===== src/rtl/tag_guard_pkg.sv =====
package tag_guard_pkg;
  localparam int ADDR_W = 64;
  localparam int TAG_W  = 4;

  typedef enum logic [2:0] {
    OP_LOAD    = 3'd0,
    OP_STORE   = 3'd1,
    OP_NFLOAD  = 3'd2,
    OP_SETTAG  = 3'd3,
    OP_CLRPAGE = 3'd4
  } op_e;

  typedef enum logic [1:0] {
    RES_GRANT   = 2'd0,
    RES_PRECISE = 2'd1,
    RES_DEFER   = 2'd2,
    RES_DAE     = 2'd3
  } res_e;

  localparam logic [7:0] TT_PRECISE = 8'h1A;
  localparam logic [7:0] TT_DEFER   = 8'h7E;
  localparam logic [7:0] FT_BAD_ASI = 8'h0A;

  typedef struct packed {
    op_e               op;
    logic [ADDR_W-1:0] addr;
    logic [ADDR_W-1:0] pc;
    logic              page_en;
    logic              task_en;
    logic              precise;
  } acc_t;
endpackage


===== src/rtl/tag_guard_ram.sv =====
module tag_guard_ram #(
  parameter int IDX_W   = 8,
  parameter int PG_W    = 2,
  parameter int TAG_W   = 4
) (
  input  logic             clk,
  input  logic             rst_n,
  input  logic             rd_en,
  input  logic [IDX_W-1:0] rd_idx,
  output logic [TAG_W-1:0] rd_tag,
  input  logic             wr_en,
  input  logic [IDX_W-1:0] wr_idx,
  input  logic [TAG_W-1:0] wr_tag,
  input  logic             clr_en,
  input  logic [PG_W-1:0]  clr_page
);
  localparam int DEPTH = 1 << IDX_W;
  localparam int PG_LO = IDX_W - PG_W;

  logic [TAG_W-1:0] mem [DEPTH];

  for (genvar g = 0; g < DEPTH; g++) begin : g_ent
    localparam logic [IDX_W-1:0] GI = IDX_W'(g);
    always_ff @(posedge clk or negedge rst_n) begin
      if (!rst_n)
        mem[g] <= '0;
      else if (clr_en && GI[IDX_W-1:PG_LO] == clr_page)
        mem[g] <= '0;
      else if (wr_en && wr_idx == GI)
        mem[g] <= wr_tag;
    end
  end

  // read register, loaded only when a request is taken
  always_ff @(posedge clk or negedge rst_n) begin
    if (!rst_n)
      rd_tag <= '0;
    else if (rd_en)
      rd_tag <= mem[rd_idx];
  end
endmodule


===== src/rtl/tag_guard_eval.sv =====
module tag_guard_eval
  import tag_guard_pkg::*;
(
  input  acc_t              acc,
  input  logic [TAG_W-1:0]  mem_tag,
  input  logic              held_valid,
  input  logic [ADDR_W-1:0] held_pc,
  output res_e              kind,
  output logic [7:0]        code,
  output logic [ADDR_W-1:0] addr,
  output logic              defer_hit
);
  logic [TAG_W-1:0] ptr_tag;
  logic             wild;
  logic             checked;
  logic             mism;

  always_comb begin
    ptr_tag   = acc.addr[ADDR_W-1 -: TAG_W];
    wild      = (ptr_tag == '0) || (ptr_tag == '1);
    checked   = acc.page_en && acc.task_en &&
                (acc.op == OP_LOAD || acc.op == OP_STORE);
    mism      = checked && !wild && (ptr_tag != mem_tag);
    kind      = RES_GRANT;
    code      = 8'h00;
    addr      = '0;
    defer_hit = 1'b0;
    case (acc.op)
      OP_SETTAG: if (!acc.task_en) begin
        kind = RES_DAE;
        code = FT_BAD_ASI;
        addr = acc.addr;
      end
      OP_LOAD: if (mism) begin
        kind = RES_PRECISE;
        code = TT_PRECISE;
        addr = acc.addr;
      end
      OP_STORE: if (mism) begin
        if (acc.precise) begin
          kind = RES_PRECISE;
          code = TT_PRECISE;
          addr = acc.addr;
        end else begin
          kind      = RES_DEFER;
          code      = TT_DEFER;
          addr      = held_valid ? held_pc : acc.pc;
          defer_hit = 1'b1;
        end
      end
      default: ;
    endcase
  end
endmodule


===== src/rtl/tag_guard_defer.sv =====
module tag_guard_defer #(
  parameter int ADDR_W = 64
) (
  input  logic              clk,
  input  logic              rst_n,
  input  logic              capture,
  input  logic [ADDR_W-1:0] pc_in,
  input  logic              ack,
  output logic              pending,
  output logic [ADDR_W-1:0] pc
);
  always_ff @(posedge clk or negedge rst_n) begin
    if (!rst_n) begin
      pending <= 1'b0;
      pc      <= '0;
    end else if (capture && (!pending || ack)) begin
      pending <= 1'b1;
      pc      <= pc_in;
    end else if (ack) begin
      pending <= 1'b0;
    end
  end
endmodule


===== src/rtl/tag_guard.sv =====
module tag_guard
  import tag_guard_pkg::*;
#(
  parameter int GRAN_BITS = 6,
  parameter int PAGE_BITS = 12,
  parameter int IDX_W     = 8
) (
  input  logic        clk,
  input  logic        rst_n,
  input  logic        req_valid,
  output logic        req_ready,
  input  logic [2:0]  req_op,
  input  logic [63:0] req_addr,
  input  logic [63:0] req_pc,
  input  logic [3:0]  req_set_tag,
  input  logic        req_page_en,
  input  logic        task_en,
  input  logic        precise_mode,
  output logic        res_valid,
  input  logic        res_ready,
  output logic [1:0]  res_kind,
  output logic [7:0]  res_code,
  output logic [63:0] res_addr,
  output logic        defer_pending,
  output logic [63:0] defer_pc,
  input  logic        defer_ack
);
  localparam int PG_IN_IDX = PAGE_BITS - GRAN_BITS;
  localparam int PG_W      = IDX_W - PG_IN_IDX;

  logic             take;
  logic             stg_valid;
  acc_t             stg;
  op_e              in_op;
  logic [IDX_W-1:0] in_idx;
  logic [TAG_W-1:0] mem_tag;
  res_e             ev_kind;
  logic             ev_defer;
  logic             capture;

  assign in_op     = op_e'(req_op);
  assign in_idx    = req_addr[GRAN_BITS +: IDX_W];
  assign req_ready = !stg_valid || res_ready;
  assign take      = req_valid && req_ready;

  always_ff @(posedge clk or negedge rst_n) begin
    if (!rst_n) begin
      stg_valid <= 1'b0;
      stg       <= '0;
    end else if (take) begin
      stg_valid   <= 1'b1;
      stg.op      <= in_op;
      stg.addr    <= req_addr;
      stg.pc      <= req_pc;
      stg.page_en <= req_page_en;
      stg.task_en <= task_en;
      stg.precise <= precise_mode;
    end else if (res_ready) begin
      stg_valid <= 1'b0;
    end
  end

  tag_guard_ram #(.IDX_W(IDX_W), .PG_W(PG_W), .TAG_W(TAG_W)) u_ram (
    .clk      (clk),
    .rst_n    (rst_n),
    .rd_en    (take),
    .rd_idx   (in_idx),
    .rd_tag   (mem_tag),
    .wr_en    (take && in_op == OP_SETTAG && task_en),
    .wr_idx   (in_idx),
    .wr_tag   (req_set_tag),
    .clr_en   (take && in_op == OP_CLRPAGE),
    .clr_page (req_addr[PAGE_BITS +: PG_W])
  );

  tag_guard_eval u_eval (
    .acc        (stg),
    .mem_tag    (mem_tag),
    .held_valid (defer_pending && !defer_ack),
    .held_pc    (defer_pc),
    .kind       (ev_kind),
    .code       (res_code),
    .addr       (res_addr),
    .defer_hit  (ev_defer)
  );

  assign capture   = stg_valid && res_ready && ev_defer;
  assign res_valid = stg_valid;
  assign res_kind  = ev_kind;

  tag_guard_defer #(.ADDR_W(ADDR_W)) u_defer (
    .clk     (clk),
    .rst_n   (rst_n),
    .capture (capture),
    .pc_in   (stg.pc),
    .ack     (defer_ack),
    .pending (defer_pending),
    .pc      (defer_pc)
  );
endmodule


===== config.mk =====
export PLATFORM = sky130hd
export DESIGN_NAME = tag_guard
export DESIGN_NICKNAME = d
export VERILOG_FILES = /design/src/rtl/tag_guard_pkg.sv /design/src/rtl/tag_guard_ram.sv /design/src/rtl/tag_guard_eval.sv /design/src/rtl/tag_guard_defer.sv /design/src/rtl/tag_guard.sv
export SDC_FILE = /design/constraint.sdc
export NUM_CORES = 2
export LEC_CHECK = 0
export ABC_AREA = 1
export BUFFER_PORTS_ARGS = -buffer_cell sky130_fd_sc_hd__buf_2
export CORE_MARGIN = 4
export CORE_UTILIZATION = 45
export CTS_CLUSTER_SIZE = 40
export DETAILED_ROUTE_END_ITERATION = 10
export SLEW_MARGIN = 10
export SYNTH_ARGS = -nofsm -noshare
export SYNTH_HDL_FRONTEND = slang
export SYNTH_SLANG_ARGS = --single-unit

===== constraint.sdc =====
create_clock -name clk -period 4.02 [get_ports clk]
set_clock_uncertainty 0.2 [all_clocks]
set_input_delay 1.005 -clock clk [delete_from_list [all_inputs] [get_ports clk]]
set_output_delay 1.005 -clock clk [all_outputs]
set_load 0.02 [all_outputs]

==> results_dict.tcl <==
set metrics [dict create \
    outcome "finished, final reports clean" \
    final_net_count 8096 \
    yosysUniqueCellTypes 30 \
    cp-endpoint "res_addr[54]" \
    yosys.cell_count.top_type "nand2_1" \
    p_leak_nw 34.65 \
    cts_buffers 138 \
    antenna_left 0 \
    cp_data_required_time_ns 2.81 \
    end_kind "output port" \
    cpPeakStageDelay_ns 0.49 \
    drtIter0Drc 5724 \
    dr.pass1.iters 8 \
    path_clk_slew_ns 0.06 \
    ctsLongestPathBuffers 3 \
    rsz0062_at_grt "yes" \
    portBuffers 281 \
    critPathKind "reg -> out" \
    worst-path-buf-inv 3 \
    ioPinCount 284 \
    period_needed_ns 3.997 \
    cts-root-buf "clkbuf_16" \
    fin_cells 9717 \
    rr_worst_depth 13 \
    gp_congestion 0.8694 \
    routed_wirelength_mm 199.0 \
    drv_cap 0 \
    grt_pass1_wl_mm 308.2 \
    antenna_found_initial 16 \
    finalSetupTns_ns 0 \
    multiInputGateArea_um2 24480 \
    grt_usage 0.2898 \
    crit_fanout 8 \
    ir_worst_vdd_mv 0.4041 \
    crit_cells 9 \
    worstPathCellList "xnor2_1 -> nand4_1 -> nand2_2 -> nor3_4 -> nor3_4 -> inv_4 -> clkbuf_16 -> a22o_4 -> buf_2" \
    synth-seq-cells 1228 \
    place_area_um2 62560 \
    fp-row-count 131 \
    cts-htree-levels 4 \
    core_um2 127800 \
    synth_area_leaders "dfrtp_1 53%, nand2_1 24%, o21ai_0 6.1%" \
    clock_sinks 1228 \
    async_flop_share 1.000 \
    max_slew_margin 0.3722 \
    crit_path_frequent_cell "nor3_4" \
    reg2reg_from "res_valid" \
    route.detailed.drc 0 \
    reg2reg_to "u_ram.mem[755]" \
    arrival_ns 2.79 \
    worstMarginPinSlew_ns 0.9418 \
    worstSetupStartpoint "u_ram.rd_tag[3]" \
    area_delta_synth_final_pct 16.04 \
    synthesis.area_um2 58090 \
    fin_util 0.5272 \
    design.die.area_um2 134900 \
    yosys_warnings 0 \
    cp_top_family "simple AND/OR/NAND/NOR gates" \
    hold_buffers 0 \
    chipHeight_um 367.3 \
    crit_slowest_cell "dfrtp_2" \
    clk-insertion-delay-late_ns 0.77 \
    cts_tree "yes" \
    dp_hpwl_mm 125.5 \
    synth_edf_count 0 \
    report.final.hold_viol_count 0 \
    die_w_um 367.3 \
    synthDominantCellAreaShare 0.5290 \
    final_max_slew_viol_count 0 \
    hold_path_class "in -> async" \
    setup_viol 0 \
    synthCells 7719 \
    vias 53050 \
    overflow 0 \
    final_area_um2 67410 \
    fmax_ghz 0.2502 \
    finalCritPeriodShare 0.9944 \
    start_kind "flip-flop" \
    ff_latch_area_um2 30730 \
    initial_utilization 0.4544 \
    syn_area_per_cell_um2 7.526 \
    wire_per_inst_um 20.48 \
    grt_pass1_vias 50720 \
    vias_per_cell 5.460 \
    dp.cells 9463 \
    yosys.area.top_type "dfrtp_1" \
    ys_top_cells_by_count "3763 x nand2_1, 1228 x dfrtp_1, 703 x o21ai_0" \
    synthFlopType "dfrtp_1" \
    r2r_setup_slack_ns 1.02 \
    yosysSeqAreaShare 0.5290 \
    pwr_density_cell_nw_per_um2 492.4 \
    p_total_mw 33.19 \
    num-fill-cells 12270 \
    drive_above_1_share 0.1183 \
    grt_max_degree 102 \
]
-- per-layer routing --
layer / GRT usage / vias up / part of all wire
met5: 0 / - / 0
met1: 0.4105 / 25600 / 0.44
met3: 0.05372 / 372 / 0.082
li1: - / 24960 / -
met2: 0.4501 / 2121 / 0.45
met4: 0.09700 / 0 / 0.032
-- through the flow --
stage / worst slack (ns) / hold slack [ns]
4_1_cts: 0.01314 / 0.06038
5_1_grt: -0.03885 / 0.09752
6_report: 0.02264 / 0.1021
2_1_floorplan: 0.2984 / 0.2489
3_5_place_dp: 0.3099 / 0.2655
3_3_place_gp: 0.3092 / 0.2624
-- layout by cell type, fill, tap and decap left out, types with 11 or more instances in the layout --
cell type / n
buf_2: 269
inv_2: 124
clkbuf_8: 29
clkbuf_16: 148
nand2_1: 3752
mux2_2: 59
clkinv_2: 19
dfrtp_1: 1226
o21ai_1: 425
nor2_1: 224
nand3_1: 306
nand4_1: 82
nor3_2: 11
o21ai_0: 700
buf_4: 166
a21oi_1: 39
inv_1: 238
clkbuf_1: 26
a22o_1: 54
buf_12: 67
-- worst register-to-register path, stage by stage (launching register included) --
cell	delay, ns
dfrtp_1	0.42
nand2_2	0.13
nand2_4	0.07
inv_4	0.06
nand2_1	0.08
nor4_4	0.49
nand2_1	0.36
nor2_2	0.20
buf_4	0.37
nand2_1	0.10
nand2_1	0.17
inv_1	0.11
nand2_1	0.06
o21ai_0	0.07
-- layout make-up --
type / count / share of cell area
diodes: 10 / 0.0003712
clock buffers: 198 / 0.06046
clock inverters: 34 / 0.006441
inverters: 373 / 0.02124
multi-input cells: 5699 / 0.3632
flip-flops and latches: 1228 / 0.4559
well taps: 1662 / 0.03085
repair buffers: 513 / 0.06152
-- flip-flops by register name, indices dropped and copies added, names as in the netlist --
signal           count
u_ram.mem         1024
u_defer.pc          64
u_defer.pending      1
res_valid            1
u_ram.rd_tag         4
stg                134
-- timing repair --
item / CTS / global route
hold endpoints to repair: 0 / 0
endpoints found under the setup margin: 64 / 64
gates cloned: 2 / 7
buffers inserted: 2 / 2
pin swaps: 1 / 3
gates resized for setup: 9 / 25
-- worst min path at each step --
| stage | startpoint | endpoint | cells past startpoint |
|---|---|---|---|
| after global placement | stg[83] | stg[83] | 2 |
| after CTS | rst_n | u_ram.mem[707] | 1 |
| after floorplan | stg[2] | stg[2] | 2 |
| final | rst_n | u_ram.mem[824] | 1 |
| after global routing | rst_n | u_ram.mem[707] | 1 |
| after detailed placement | stg[107] | stg[107] | 2 |
-- power by group --
| part | switching, mW | internal, mW |
|---|---|---|
| registers | 1.15 | 14.4 |
| logic | 3.06 | 1.79 |
| clock network | 5.19 | 7.63 |
| total | 9.40 | 23.8 |
-- cell families (layout without fill, tap and decap cells) --
group | after synthesis | count (layout) | share of synthesized area
AND/OR/NAND/NOR | 4403 | 4403 | 0.2966
flip-flops | 1228 | 1228 | 0.5290
AO/OA/AOI/OAI | 1227 | 1227 | 0.1095
buffers and inverters | 793 | 1118 | 0.05212
multiplexers | 63 | 63 | 0.01213
XOR/XNOR | 4 | 4 | 0.0006030
other | 1 | 12 | 0.00006455
Note: power is estimated with default switching activity, not from simulation.
